<file path="src/rtl/tick_irq_pkg.sv">
// Shared definitions for the periodic interrupt timer.
// Assumes a 3-bit encoded priority level, where level 0 means "no request".
package tick_irq_pkg;
    localparam int LVL_W = 3;

    typedef struct packed {
        logic               vmode;   // 1: vectored acknowledge
        logic [LVL_W-1:0]   level;   // requested priority, 0 = none
        logic               en;      // timer enable
    } ctrl_t;
endpackage

</file>
<file path="src/rtl/tick_regs.sv">
// Byte-wide register file: divisor bytes, control, status and optional vector.
// Assumes one access per cycle, with writes qualified by sel & wr and a combinational read.
// Address map: divisor bytes at 0..DIV_BYTES-1, then control, status and vector.
module tick_regs
    import tick_irq_pkg::*;
#(
    parameter int DIV_W   = 16,
    parameter int DATA_W  = 8,
    parameter int ADDR_W  = 3,
    parameter bit HAS_VEC = 1'b1
) (
    input  logic              clk,
    input  logic              rst_n,
    input  logic              sel,
    input  logic              wr,
    input  logic [ADDR_W-1:0] addr,
    input  logic [DATA_W-1:0] wdata,
    output logic [DATA_W-1:0] rdata,
    input  logic              pending,
    input  logic              overrun,
    output logic [DIV_W-1:0]  divisor,
    output ctrl_t             ctrl,
    output logic [DATA_W-1:0] vector,
    output logic              clr_pend,
    output logic              clr_ovr
);
    localparam int DIV_BYTES = DIV_W / DATA_W;
    localparam logic [ADDR_W-1:0] A_CTRL = ADDR_W'(DIV_BYTES);
    localparam logic [ADDR_W-1:0] A_STAT = ADDR_W'(DIV_BYTES + 1);
    localparam logic [ADDR_W-1:0] A_VEC  = ADDR_W'(DIV_BYTES + 2);

    logic  we;
    ctrl_t ctrl_q;

    assign we       = sel && wr;
    assign ctrl     = ctrl_q;
    assign clr_pend = we && (addr == A_STAT) && wdata[0];
    assign clr_ovr  = we && (addr == A_STAT) && wdata[1];

    // One byte lane of the divisor per generate iteration.
    for (genvar b = 0; b < DIV_BYTES; b++) begin : g_div
        // Capture a divisor byte on a write to its address.
        always_ff @(posedge clk) begin
            if (!rst_n)
                divisor[b*DATA_W +: DATA_W] <= '0;
            else if (we && addr == ADDR_W'(b))
                divisor[b*DATA_W +: DATA_W] <= wdata;
        end
    end

    // Capture the control fields; vectored mode sticks at 0 without a vector register.
    always_ff @(posedge clk) begin
        if (!rst_n)
            ctrl_q <= '0;
        else if (we && addr == A_CTRL) begin
            ctrl_q.en    <= wdata[0];
            ctrl_q.level <= wdata[LVL_W:1];
            ctrl_q.vmode <= HAS_VEC ? wdata[LVL_W+1] : 1'b0;
        end
    end

    if (HAS_VEC) begin : g_vec
        // Hold the vector returned during a vectored acknowledge.
        always_ff @(posedge clk) begin
            if (!rst_n)
                vector <= '0;
            else if (we && addr == A_VEC)
                vector <= wdata;
        end
    end else begin : g_novec
        assign vector = '0;
    end

    // Select read data for the addressed register.
    always_comb begin
        rdata = '0;
        for (int b = 0; b < DIV_BYTES; b++)
            if (addr == ADDR_W'(b))
                rdata = divisor[b*DATA_W +: DATA_W];
        if (addr == A_CTRL) rdata = DATA_W'(ctrl_q);
        if (addr == A_STAT) rdata = DATA_W'({overrun, pending});
        if (addr == A_VEC)  rdata = vector;
    end
endmodule

</file>
<file path="src/rtl/tick_div.sv">
// Down-counting divider that emits a one-cycle tick once every `divisor` cycles.
// Assumes a start cycle after it is enabled. A divisor of 0 or a cleared
// enable halts it. The divisor is only sampled at a start or a reload.
module tick_div #(
    parameter int DIV_W = 16
) (
    input  logic             clk,
    input  logic             rst_n,
    input  logic             en,
    input  logic [DIV_W-1:0] divisor,
    output logic             tick
);
    localparam logic [DIV_W-1:0] ONE = DIV_W'(1);

    logic [DIV_W-1:0] cnt_q;
    logic             active_q;
    logic             run;

    assign run  = en && (divisor != '0);
    assign tick = run && active_q && (cnt_q == '0);

    // Start, reload or decrement the period counter.
    always_ff @(posedge clk) begin
        if (!rst_n) begin
            cnt_q    <= '0;
            active_q <= 1'b0;
        end else if (!run) begin
            cnt_q    <= '0;
            active_q <= 1'b0;
        end else if (!active_q || cnt_q == '0) begin
            active_q <= 1'b1;
            cnt_q    <= divisor - ONE;
        end else begin
            cnt_q <= cnt_q - ONE;
        end
    end

    assert_div0_silent_R8: assert property (@(posedge clk) disable iff (!rst_n)
        (divisor == '0) |-> !tick);
    assert_stopped_silent_R9: assert property (@(posedge clk) disable iff (!rst_n)
        !en |-> !tick);
    assert_tick_spacing_R2: assert property (@(posedge clk) disable iff (!rst_n)
        tick |=> (!tick || $past(divisor) == ONE));
endmodule

</file>
<file path="src/rtl/tick_req.sv">
// Request holder: sets pending on a tick at a nonzero level, flags overrun,
// clears pending on a status write or a matching acknowledge, and drives
// the active-low level code and the acknowledge responses.
// Assumes a new tick outranks a clear that falls in the same cycle.
module tick_req
    import tick_irq_pkg::*;
#(
    parameter int DATA_W = 8
) (
    input  logic              clk,
    input  logic              rst_n,
    input  logic              en,
    input  logic [LVL_W-1:0]  level,
    input  logic              vmode,
    input  logic [DATA_W-1:0] vector,
    input  logic              tick,
    input  logic              clr_pend,
    input  logic              clr_ovr,
    input  logic              iack,
    input  logic [LVL_W-1:0]  iack_level,
    output logic              pending,
    output logic              overrun,
    output logic [LVL_W-1:0]  irq_n,
    output logic              ack_auto,
    output logic              vec_valid,
    output logic [DATA_W-1:0] vec_out
);
    logic fire;
    logic ack_hit;
    logic clear;

    assign fire      = tick && (level != '0);
    assign ack_hit   = iack && pending && (iack_level == level) && (level != '0);
    assign clear     = clr_pend || ack_hit;
    assign irq_n     = pending ? ~level : '1;
    assign ack_auto  = ack_hit && !vmode;
    assign vec_valid = ack_hit && vmode;
    assign vec_out   = vec_valid ? vector : '0;

    // Track the pending request; a fresh tick wins over a clear.
    always_ff @(posedge clk) begin
        if (!rst_n)
            pending <= 1'b0;
        else if (!en)
            pending <= 1'b0;
        else if (fire)
            pending <= 1'b1;
        else if (clear)
            pending <= 1'b0;
    end

    // Record a tick that arrives while the previous request is still unserviced.
    always_ff @(posedge clk) begin
        if (!rst_n)
            overrun <= 1'b0;
        else
            overrun <= (overrun && !clr_ovr) || (en && fire && pending && !clear);
    end

    assert_hold_R5: assert property (@(posedge clk) disable iff (!rst_n)
        (en && pending && !clear) |=> pending);
    assert_overrun_R6: assert property (@(posedge clk) disable iff (!rst_n)
        (en && fire && pending && !clear) |=> overrun);
    assert_level0_quiet_R3: assert property (@(posedge clk) disable iff (!rst_n)
        (level == '0 && !pending) |=> !pending);
    assert_disable_drop_R9: assert property (@(posedge clk) disable iff (!rst_n)
        !en |=> !pending);
    assert_collide_R11: assert property (@(posedge clk) disable iff (!rst_n)
        (en && fire && clear) |=> (pending && (overrun == $past(overrun && !clr_ovr))));
endmodule

</file>
<file path="src/rtl/tick_irq_timer.sv">
// Top level of the periodic interrupt timer: registers, divider and request holder.
// Assumes a single clock domain and a synchronous active-low reset.
module tick_irq_timer
    import tick_irq_pkg::*;
#(
    parameter int DIV_W   = 16,
    parameter int DATA_W  = 8,
    parameter int ADDR_W  = 3,
    parameter bit HAS_VEC = 1'b1
) (
    input  logic              clk,
    input  logic              rst_n,
    input  logic              bus_sel,
    input  logic              bus_wr,
    input  logic [ADDR_W-1:0] bus_addr,
    input  logic [DATA_W-1:0] bus_wdata,
    output logic [DATA_W-1:0] bus_rdata,
    input  logic              iack,
    input  logic [LVL_W-1:0]  iack_level,
    output logic [LVL_W-1:0]  irq_n,
    output logic              irq_pending,
    output logic              ack_auto,
    output logic              vec_valid,
    output logic [DATA_W-1:0] vec_out
);
    logic [DIV_W-1:0]  divisor;
    ctrl_t             ctrl;
    logic [DATA_W-1:0] vector;
    logic              clr_pend;
    logic              clr_ovr;
    logic              tick;
    logic              overrun;

    tick_regs #(.DIV_W(DIV_W), .DATA_W(DATA_W), .ADDR_W(ADDR_W), .HAS_VEC(HAS_VEC)) u_regs (
        .clk(clk), .rst_n(rst_n), .sel(bus_sel), .wr(bus_wr), .addr(bus_addr),
        .wdata(bus_wdata), .rdata(bus_rdata), .pending(irq_pending), .overrun(overrun),
        .divisor(divisor), .ctrl(ctrl), .vector(vector),
        .clr_pend(clr_pend), .clr_ovr(clr_ovr)
    );

    tick_div #(.DIV_W(DIV_W)) u_div (
        .clk(clk), .rst_n(rst_n), .en(ctrl.en), .divisor(divisor), .tick(tick)
    );

    tick_req #(.DATA_W(DATA_W)) u_req (
        .clk(clk), .rst_n(rst_n), .en(ctrl.en), .level(ctrl.level), .vmode(ctrl.vmode),
        .vector(vector), .tick(tick), .clr_pend(clr_pend), .clr_ovr(clr_ovr),
        .iack(iack), .iack_level(iack_level), .pending(irq_pending), .overrun(overrun),
        .irq_n(irq_n), .ack_auto(ack_auto), .vec_valid(vec_valid), .vec_out(vec_out)
    );
endmodule

</file>
<file path="config.mk">
export PLATFORM = sky130hd
export DESIGN_NAME = tick_irq_timer
export DESIGN_NICKNAME = d
export VERILOG_FILES = /design/src/rtl/tick_irq_pkg.sv /design/src/rtl/tick_regs.sv /design/src/rtl/tick_div.sv /design/src/rtl/tick_req.sv /design/src/rtl/tick_irq_timer.sv
export SDC_FILE = /design/constraint.sdc
export NUM_CORES = 1
export LEC_CHECK = 0
export BUFFER_PORTS_ARGS = -buffer_cell sky130_fd_sc_hd__buf_2
export CAP_MARGIN = 20
export CORE_ASPECT_RATIO = 1.2
export CORE_UTILIZATION = 31
export DETAILED_ROUTE_END_ITERATION = 12
export HOLD_SLACK_MARGIN = 0.02
export PLACE_DENSITY = 0.5
export SLEW_MARGIN = 40
export SYNTH_ARGS = -nofsm -noshare
export SYNTH_HDL_FRONTEND = slang
export SYNTH_SLANG_ARGS = --single-unit
export TNS_END_PERCENT = 30
</file>
<file path="constraint.sdc">
create_clock -name clk -period 3.6 [get_ports clk]
set_input_delay 0.18 -clock clk [delete_from_list [all_inputs] [get_ports clk]]
set_output_delay 0.18 -clock clk [all_outputs]
set_load 0.05 [all_outputs]
</file>
==> results of run 1 <==
synth_stat cells, types with 7 or more instances:
| master | count |
|---|---|
| nor2b_1 | 23 |
| dfxtp_1 | 48 |
| a21boi_0 | 9 |
| nor2_1 | 37 |
| nand2_1 | 26 |
| nand3_1 | 11 |
| and2_1 | 10 |
| nor3_1 | 12 |
| xnor2_1 | 7 |
| or3_1 | 9 |
| mux2i_1 | 45 |
| clkbuf_1 | 13 |
| a21oi_1 | 10 |
final timing paths:
path / startpoint / to / cells after the start
min: bus_wdata[5] / u_regs.divisor[5] / 3
min reg2reg: u_req.overrun / u_req.overrun / 2
max: u_div.cnt_q[15] / u_div.cnt_q[10] / 11
max reg2reg: u_div.cnt_q[15] / u_div.cnt_q[10] / 11
power by group through the flow:
| stage | Clock (W) | Combinational, W | Sequential, W |
|---|---|---|---|
| 5_1_grt | 0.000344 | 0.000112 | 0.000542 |
| 6_report | 0.000311 | 0.000102 | 0.000541 |
| 3_3_place_gp | 0 | 0.000101 | 0.000553 |
| 3_5_place_dp | 0 | 0.000102 | 0.000554 |
| 2_1_floorplan | 0 | 0.0000690 | 0.000551 |
| 4_1_cts | 0.000325 | 0.000102 | 0.000541 |
per-stage QoR:
stage | utilization, % | power, W | instances | hold slack [ps]
6_report | 37.06 | 0.0009539 | 484 | 188.5
3_3_place_gp | 35.97 | 0.0006548 | 477 | 466.4
4_1_cts | 36.89 | 0.0009682 | 484 | 183.1
5_1_grt | 37.06 | 0.0009981 | 484 | 189.9
3_5_place_dp | 36.00 | 0.0006551 | 477 | 481.0
2_1_floorplan | - | 0.0006200 | 332 | 320.8
kinds of logic (layout without fill, tap and decap cells):
family          count (synthesis)  after routing
xor+xnor                       13             13
fa+ha+maj                       1              1
mux                            48             48
flops                          48             48
simple gates                  152            152
compound gates                 49             49
buf+inv                        21             56
per-layer routing:
layer	up-vias	wire length, um	global-route usage (%)
met5	-	0	0
met4	0	67	4.082
met1	1158	3489	23.06
met3	6	197	2.484
li1	1241	-	-
met2	60	3807	29.67
area by class of cell:
type | instances | area share [%]
multi-input combinational | 263 | 55.43
sequential | 48 | 29.79
timing repair buffer | 45 | 7.370
tap | 117 | 4.538
clock buffer | 6 | 2.250
inverter | 4 | 0.4655
clock inverter | 1 | 0.1552
critical path, delay by kind of cell (launching register included):
kind                       cells  cell delay (ps)
AOI/OAI and AO/OA              4              730
adders and majority gates      1              190
DFF                            1              310
muxes                          1              200
and+or+nand+nor                5             1840
flip-flops by register name, indices dropped and copies added, names as in the netlist:
register	flops
u_div.cnt_q	16
u_regs.divisor	16
u_req.pending	1
u_regs.ctrl	5
u_req.overrun	1
u_regs.vector	8
u_div.active_q	1
==> metrics.md, run 1 <==
| Metric | Value |
|---|---|
| Max VDD drop | `0.0001389 V` |
| Sequential share of the synthesized area | `34.15%` |
| Die width | `88.98 um` |
| Pleak | `1.293 nW` |
| Post-synth EDFFs | `0` |
| Slowest stage delay, CP | `500 ps` |
| Seq pwr share | `56.7%` |
| Async S/R FF share, synth | `0%` |
| Hpwl dp | `5667 um` |
| Max_cap viols | `0` |
| XOR/XNOR Fraction of Synth Area | `4.046%` |
| Total CTS buffers | `5` |
| Crit-path max FO | `6` |
| Max-slew headroom | `60.11%` |
| Tmin final | `3348 ps` |
| Vias/cell | `5.093` |
| Setup violations, final | `0` |
| Internal reg-to-reg setup slack | `250 ps` |
| Worst slew pin tran | `592.1 ps` |
| Worst-Skew Late Latency | `300 ps` |
| Synth Cell Area | `2814 um2` |
| Complex-gate fraction of the synthesized area | `12.27%` |
| Detailed Route Iter0 Violations | `133` |
| Detailed Route WL | `7561 um` |
| CTS max path bufs | `2` |
| Crit share post-route | `93.00%` |
| Root Driver | `clkbuf_8` |
| IO Port Bufs | `40` |
| Final ANT Viol Nets | `0` |
| Main area contributors after synthesis | `dfxtp_1 34%, mux2i_1 16%, nor2b_1 5.1%` |
| Worst path cell trace | `or3_1 > nor4_4 > a21boi_2 > mux2i_1 > ha_1 > or4b_1 > or3_1 > o22ai_2 > o21ai_1 > o21a_1 > nor3_2` |
| Num rows | `37` |
| Syn Inst Count | `332` |
| Area Growth Syn to Fin | `14.63%` |
| Critical path class | `reg2reg` |
| Most frequent cells in the layout | `48 x dfxtp_1, 45 x mux2i_1, 40 x buf_2` |
| Synthesized flop and latch total | `48` |
| Setup tns final | `0 ps` |
| Drt drc | `0` |
| Fillers | `934` |
| Pwr per Cell Area | `295.7 nW/um2` |
| CP Capture Type | `flop` |
| Critical path data required time | `3820 ps` |
| Fin nets | `387` |
| CTS tree | `built` |
| Simple-Gate Fraction of Synth Area | `28.41%` |
| Avg WL per Cell | `15.62 um` |
| Die area | `9464 um2` |
| Worst endpoint data arrival time | `3570 ps` |
| Synth area leader | `dfxtp_1` |
| GP Congestion | `0.7765` |
| # hold bufs at CTS | `0` |
| Max Slew Vio Count | `0` |
| Critical-path top delay cell | `or4b_1` |
| Yosys top cell area share | `34.15%` |
| Avg Inst Size Synth | `8.476 um2` |
| Clock slew at reported path FFs | `90 ps` |
| Grt total ovfl | `0` |
| Adder-Cell Fraction of Synth Area | `0.4446%` |
| Gr usage total | `17.45%` |
| Fmax | `298.7 MHz` |
| First-pass GRT wire length | `12680 um` |
| Post-place instance area | `3133 um2` |
| Core box area | `8703 um2` |
| Setup ws final | `252.0 ps` |
| Ratio of cells with drive above 1 in the final layout | `18.53%` |
| DRT Pass-1 Iters | `4` |
| Synth warn | `0` |
| Run status | `finished clean` |
| Post-synthesis cell type count | `49` |
| Post-synth net total | `352` |
| Starting Density | `32.33%` |
| Unrepaired setup endpoints after global routing | `false` |
| Largest family of logic cells by synthesized area | `simple AND/OR/NAND/NOR gates` |
| Hold crit path type | `in2reg` |
| Final Cell Area | `3226 um2` |
| Top_reg_cell synth | `dfxtp_1` |
| Area occupied by multi-input gates | `1788 um2` |
| CP dominant cell by count | `or3_1` |
| Die height | `106.4 um` |
| Antenna fix cells | `0` |
| Post-synthesis mux area share | `17.61%` |
| P_sw | `0.0002443 W` |
| CTS sink cnt | `48` |
| Largest net degree at the start of global routing | `32` |
| CTS H-tree depth | `2` |
| Post-CTS Setup Inserts | `0` |
| Initial antenna violation count | `0` |
| IO Pins | `41` |
| Startpoint Class | `flop` |
| DP Worst Slack | `98.46 ps` |
| Switch share | `25.61%` |
| Gate power share | `10.6%` |
| Final Hold Viols | `0` |
| Post-CTS resize count | `0` |
| Register area | `960.9 um2` |
| Internal | `0.0007096 W` |
| Vias after detailed routing | `2465` |
| Clock skew | `8.113 ps` |
| Most common library cell in the layout ignoring fill and taps | `dfxtp_1` |
| Clock network power share | `32.6%` |
| Vias in the first global route | `2437` |
No activity file was read; power rests on OpenSTA's default activity.
==> run 2: changes to the inputs <==
Settings changed: ABC_AREA set to 1.
==> metrics.md, run 2 <==
| Metric | Value |
|---|---|
| Starting Density | `31.94%` |
| Crit path launch | `u_div.cnt_q[5]` |
| Synthesized flop and latch total | `48` |
| CP Capture Type | `flop` |
| CP dominant cell by count | `nand2_1` |
| Syn Inst Count | `415` |
| Area Growth Syn to Fin | `14.15%` |
| Hold crit path type | `in2reg` |
| Post-synth EDFFs | `0` |
| Async S/R FF share, synth | `0%` |
| Gr usage total | `18.47%` |
| CTS max path bufs | `2` |
| Clock slew at reported path FFs | `110 ps` |
| Setup tns final | `0 ps` |
| Crit path buf inv count | `0` |
| Drt drc | `0` |
| Fin nets | `470` |
| GP Congestion | `0.9118` |
| Startpoint Class | `flop` |
| CTS tree | `built` |
| Worst endpoint data arrival time | `2480 ps` |
| Initial antenna violation count | `0` |
| Die width | `87.98 um` |
| Worst slew pin tran | `672.0 ps` |
| Avg Inst Size Synth | `6.627 um2` |
| CTS sink cnt | `48` |
| Ratio of cells with drive above 1 in the final layout | `17.96%` |
| Most frequent cell after synthesis | `nand2_1` |
| Final ANT Viol Nets | `0` |
| IO Pins | `41` |
| CTS H-tree depth | `2` |
| Synth area leader | `dfxtp_1` |
| Max VDD drop | `0.0001845 V` |
| Post-CTS resize count | `0` |
| Largest net degree at the start of global routing | `32` |
| Max-slew headroom | `54.86%` |
| Slowest stage delay, CP | `340 ps` |
| Vias in the first global route | `2656` |
| Post-CTS Setup Inserts | `0` |
| Pleak | `1.446 nW` |
| GRT met1 Usage | `23.47%` |
| Worst path cell trace | `nor2_1 > nand2_1 > nor2_2 > nand2_4 > nand2_8 > nand2_2 > nand2_4 > ha_1 > nand2_1 > nor2_2 > nand2_1 > nor2_2 > nand2_1 > nand2_1 > nor2_1` |
| Fmax | `441.0 MHz` |
| Run status | `finished clean` |
| Hpwl dp | `6165 um` |
| Vias/cell | `4.771` |
| Core box area | `8611 um2` |
| Crit path max-delay family | `simple AND/OR/NAND/NOR gates` |
| Pwr per Cell Area | `357.6 nW/um2` |
| Post-synthesis cell type count | `36` |
| Die height | `105.2 um` |
| Crit-path max FO | `25` |
| Worst-Skew Late Latency | `310 ps` |
| Yosys top cell area share | `34.94%` |
| Vias after detailed routing | `2710` |
| Critical path class | `reg2reg` |
| Main area contributors after synthesis | `dfxtp_1 35%, nand2_1 11%, a21oi_1 7.1%` |
| Clock skew | `9.830 ps` |
| Top_reg_cell synth | `dfxtp_1` |
| Post-synth net total | `435` |
| Antenna fix cells | `0` |
| Non-filler cells, final | `568` |
| Most frequent cells in the layout | `83 x nand2_1, 52 x nor2_1, 48 x dfxtp_1` |
| Reg2reg end | `u_div.cnt_q[8]` |
| Max_cap viols | `0` |
| RR Startpoint | `u_div.cnt_q[5]` |
| Fillers | `973` |
| Grt total ovfl | `0` |
| WHS Endpoint | `u_regs.divisor[15]` |
| Detailed Route Iter0 Violations | `110` |
| Final Hold Viols | `0` |
| Critical path data required time | `3810 ps` |
| GRT met3 Usage | `3.555%` |
| Setup violations, final | `0` |
| Placed Instances | `560` |
| Synth top cells by count | `83 x nand2_1, 52 x nor2_1, 48 x dfxtp_1, 46 x inv_1, 39 x a21oi_1` |
| Sequential share of the synthesized area | `34.94%` |
| Synth Cell Area | `2750 um2` |
| Die area | `9253 um2` |
| Grt met2 use | `30.95%` |
| Num rows | `37` |
| Synth warn | `0` |
| Biggest regs | `u_div.cnt_q: 16 flops, u_regs.divisor: 16 flops, u_regs.vector: 8 flops` |
| Avg WL per Cell | `13.94 um` |
| Max Slew Vio Count | `0` |
| # hold bufs at CTS | `0` |
| Tmin final | `2268 ps` |
| Hold depth | `3` |
| Unrepaired setup endpoints after global routing | `false` |
| Most common library cell in the layout ignoring fill and taps | `nand2_1` |
| Busiest grt layer | `met2` |
| IO Port Bufs | `40` |
| Hold_sp | `bus_wdata[7]` |
| Detailed Route WL | `7917 um` |
| Crit share post-route | `62.99%` |
| First-pass GRT wire length | `13230 um` |
| Critical-path top delay cell | `dfxtp_1` |
| Root Driver | `clkbuf_8` |
| Total CTS buffers | `5` |
| DRT Pass-1 Iters | `4` |
| Worst Reg-to-Reg Cells | `15` |
| Internal reg-to-reg setup slack | `1330 ps` |
-- run 2: changes by cell type in the layout (fill, tap and decap cells not counted), moves of 10 or more --
cell,change
nand2_1,+57
a21oi_1,+29
nand2_2,+13
mux2i_1,-45
and2_1,-10
nor2b_1,-23
nand3_1,+18
nor2_1,+16
inv_1,+42
o21ai_0,+26
-- run 2: worst reg2reg max path, stage by stage (launching register included) --
cell	delay [ps]
dfxtp_1	340
nor2_1	100
nand2_1	80
nor2_2	150
nand2_4	200
nand2_8	220
nand2_2	90
nand2_4	90
ha_1	190
nand2_1	140
nor2_2	180
nand2_1	90
nor2_2	120
nand2_1	60
nand2_1	60
nor2_1	50
-- run 2: logic make-up after synthesis --
| group | share of synthesized area, % |
|---|---|
| and+or+nand+nor | 36.81 |
| AOI/OAI and AO/OA | 16.70 |
| buffers and inverters | 9.736 |
| DFF | 34.94 |
| xor gates and xnor gates | 0.9556 |
| adders and majority gates | 0.4549 |
| muxes | 0.4094 |
-- run 2: area by class of cell --
| class | count | area, um2 | area share [%] |
|---|---|---|---|
| clock buffer | 5 | 68.82 | 2.192 |
| tap | 117 | 146.4 | 4.663 |
| multi-input combinational | 305 | 1521 | 48.47 |
| inverter | 49 | 183.9 | 5.859 |
| timing repair buffer | 41 | 207.7 | 6.616 |
| sequential | 48 | 960.9 | 30.61 |
| clock inverter | 3 | 50.05 | 1.594 |
-- run 2: routing by layer --
metal / vias to the layer above / share of wire [%] / routed length (um)
li1: 1425 / - / -
met4: 0 / 2.1 / 163
met1: 1204 / 47 / 3699
met3: 13 / 3.7 / 292
met5: - / 0 / 0
met2: 68 / 48 / 3762
-- run 2: worst max-delay path by stage --
stage                     slack [ps]              to  depth (start not counted)
after floorplan                  790      vec_out[0]                          4
after global placement          1430  u_div.cnt_q[8]                         16
after detailed placement        1370  u_div.cnt_q[8]                         15
after CTS                       1340  u_div.cnt_q[8]                         15
after global routing            1050  u_div.cnt_q[8]                         16
final                           1330  u_div.cnt_q[8]                         15
-- run 2: per-stage QoR --
stage	hold slack [ps]	power (W)	util [%]	instance area [um2]	setup WS, ps
after global placement	453.0	0.0006996	35.08	3020	1427
after detailed placement	450.3	0.0007006	35.08	3020	1368
after floorplan	314.9	0.0006609	-	2750	790.3
after CTS	115.9	0.001131	36.46	3139	1344
after global routing	151.6	0.001173	36.46	3139	1052
final	119.1	0.001122	36.46	3139	1332
-- run 2: power breakdown --
part	internal, W	leakage [nW]	switching (W)
clock	0.000215	0.0607	0.000219
sequential	0.000539	0.388	0.00000700
combinational	0.0000449	0.998	0.0000972
total	0.000799	1.45	0.000323
==> run 3: changes to the inputs <==
Settings changed: PLACE_DENSITY 0.5 to 0.49.
Clock period 3.6 ns to 2.4 ns, I/O delays scaled along.
==> metrics.md, run 3 (synthesis results as in run 2) <==
| Metric | Value |
|---|---|
| Pleak | `1.497 nW` |
| Fillers | `987` |
| CTS sink cnt | `48` |
| Vias in the first global route | `2633` |
| # hold bufs at CTS | `0` |
| Vias/cell | `4.803` |
| Finished Core Util | `37.46%` |
| Largest net degree at the start of global routing | `32` |
| Vias after detailed routing | `2762` |
| Final Cell Area | `3226 um2` |
| CP Capture Type | `flop` |
| Max-slew headroom | `62.72%` |
| IO Port Bufs | `40` |
| Fin nets | `477` |
| Unrepaired setup endpoints after global routing | `false` |
| Die height | `105.2 um` |
| CTS max path bufs | `2` |
| Detailed Route Iter0 Violations | `103` |
| GP Congestion | `0.8444` |
| Worst-Skew Late Latency | `320 ps` |
| Worst endpoint data arrival time | `2390 ps` |
| Worst slew pin tran | `554.9 ps` |
| Biggest regs | `u_div.cnt_q: 16 flops, u_regs.divisor: 16 flops, u_regs.vector: 8 flops` |
| Final Hold Viols | `0` |
| First-pass GRT wire length | `13180 um` |
| Startpoint Class | `flop` |
| Grt total ovfl | `0` |
| Setup violations, final | `0` |
| Total CTS buffers | `5` |
| Num rows | `37` |
| IO Pins | `41` |
| Clock skew | `15.32 ps` |
| Crit-path max FO | `13` |
| Max VDD drop | `0.0003256 V` |
| CTS tree | `built` |
| Final ANT Viol Nets | `0` |
| DRT Pass-1 Iters | `4` |
| Fmax | `458.6 MHz` |
| Core box area | `8611 um2` |
| Area Growth Syn to Fin | `17.29%` |
| Detailed Route WL | `8108 um` |
| Pwr per Cell Area | `548.0 nW/um2` |
| Critical path class | `reg2reg` |
| Initial antenna violation count | `0` |
| Most frequent cells in the layout | `83 x nand2_1, 51 x nor2_1, 48 x dfxtp_1` |
| Post-place instance area | `3068 um2` |
| Gr usage total | `18.58%` |
| DP Worst Slack | `159.2 ps` |
| Max Slew Vio Count | `0` |
| Register area | `960.9 um2` |
| CTS H-tree depth | `2` |
| Hold Slack | `52.71 ps` |
| Die area | `9253 um2` |
| Hpwl dp | `6278 um` |
| Area occupied by multi-input gates | `1540 um2` |
| Max_cap viols | `0` |
| Die width | `87.98 um` |
| Most common library cell in the layout ignoring fill and taps | `nand2_1` |
| Run status | `finished clean` |
| Clock slew at reported path FFs | `110 ps` |
| Critical path data required time | `2610 ps` |
| Setup ws final | `219.6 ps` |
| Ratio of cells with drive above 1 in the final layout | `19.43%` |
| Avg WL per Cell | `14.10 um` |
| Drt drc | `0` |
| Hold crit path type | `in2reg` |
| Tmin final | `2180 ps` |
| Crit share post-route | `90.85%` |
| Antenna fix cells | `0` |
| Setup tns final | `0 ps` |
| Starting Density | `31.94%` |
| Root Driver | `clkbuf_8` |
-- run 3: cell count changes in the layout (fill, tap and decap cells not counted), sizes merged --
cell	before	now
nand2	99	100
inv	50	49
bufinv	1	2
buf	41	47
-- run 3: critical path, cell delays in order (launching register included) --
cell and delay, ps:
dfxtp_1 330, nor2_1 150, nand2_1 110, nor2_4 160, nand2_4 150, nand3_1 100, nand2_1 110, inv_1 100
ha_1 190, nand2_1 140, nor2_2 170, nand2_1 100, nor2_2 110, nand2_1 60, nand2_1 60, nor2_1 40
-- run 3: timing repair --
item / 4_1_cts / 5_1_grt
setup buffers: 0 / 0
setup endpoints to repair: 0 / 2
gates resized for setup: 0 / 3
-- run 3: path summary, 6_finish.rpt --
kind	slack, ps	startpoint	end	cells after the start
worst max-delay path	220	u_div.cnt_q[7]	u_div.cnt_q[8]	15
worst min-delay path	50	bus_wdata[7]	u_regs.divisor[15]	3
worst max register to register	220	u_div.cnt_q[7]	u_div.cnt_q[8]	15
worst min register to register	480	u_regs.vector[2]	u_regs.vector[2]	2
-- run 3: power breakdown --
| part | internal [W] | leakage [nW] | total [W] | switching [W] |
|---|---|---|---|---|
| registers | 0.000809 | 0.388 | 0.000819 | 0.0000104 |
| logic | 0.0000704 | 1.04 | 0.000218 | 0.000148 |
| clock network | 0.000420 | 0.0687 | 0.000730 | 0.000310 |
| total | 0.00130 | 1.50 | 0.00177 | 0.000468 |
-- run 3: through the flow --
stage	total power (W)	std cells
2_1_floorplan	0.0009914	415
3_3_place_gp	0.001052	566
3_5_place_dp	0.001053	566
4_1_cts	0.001781	574
5_1_grt	0.001837	575
6_report	0.001768	575
-- run 3: area by class of cell --
class                   instances  area share, %
inverters                      49          5.702
flip-flops and latches         48          29.79
repair buffers                 47          7.952
clock buffers                   5          2.133
well taps                     117          4.538
clock inverters                 3          2.133
multi-input cells             306          47.75
-- run 3: per-layer routing --
metal	routed length [um]	track usage [%]	share of wire [%]
met2	3900	30.62	48
met5	0	0	0
met4	138	6.206	1.7
met1	3825	24.44	47
met3	243	2.686	3.0
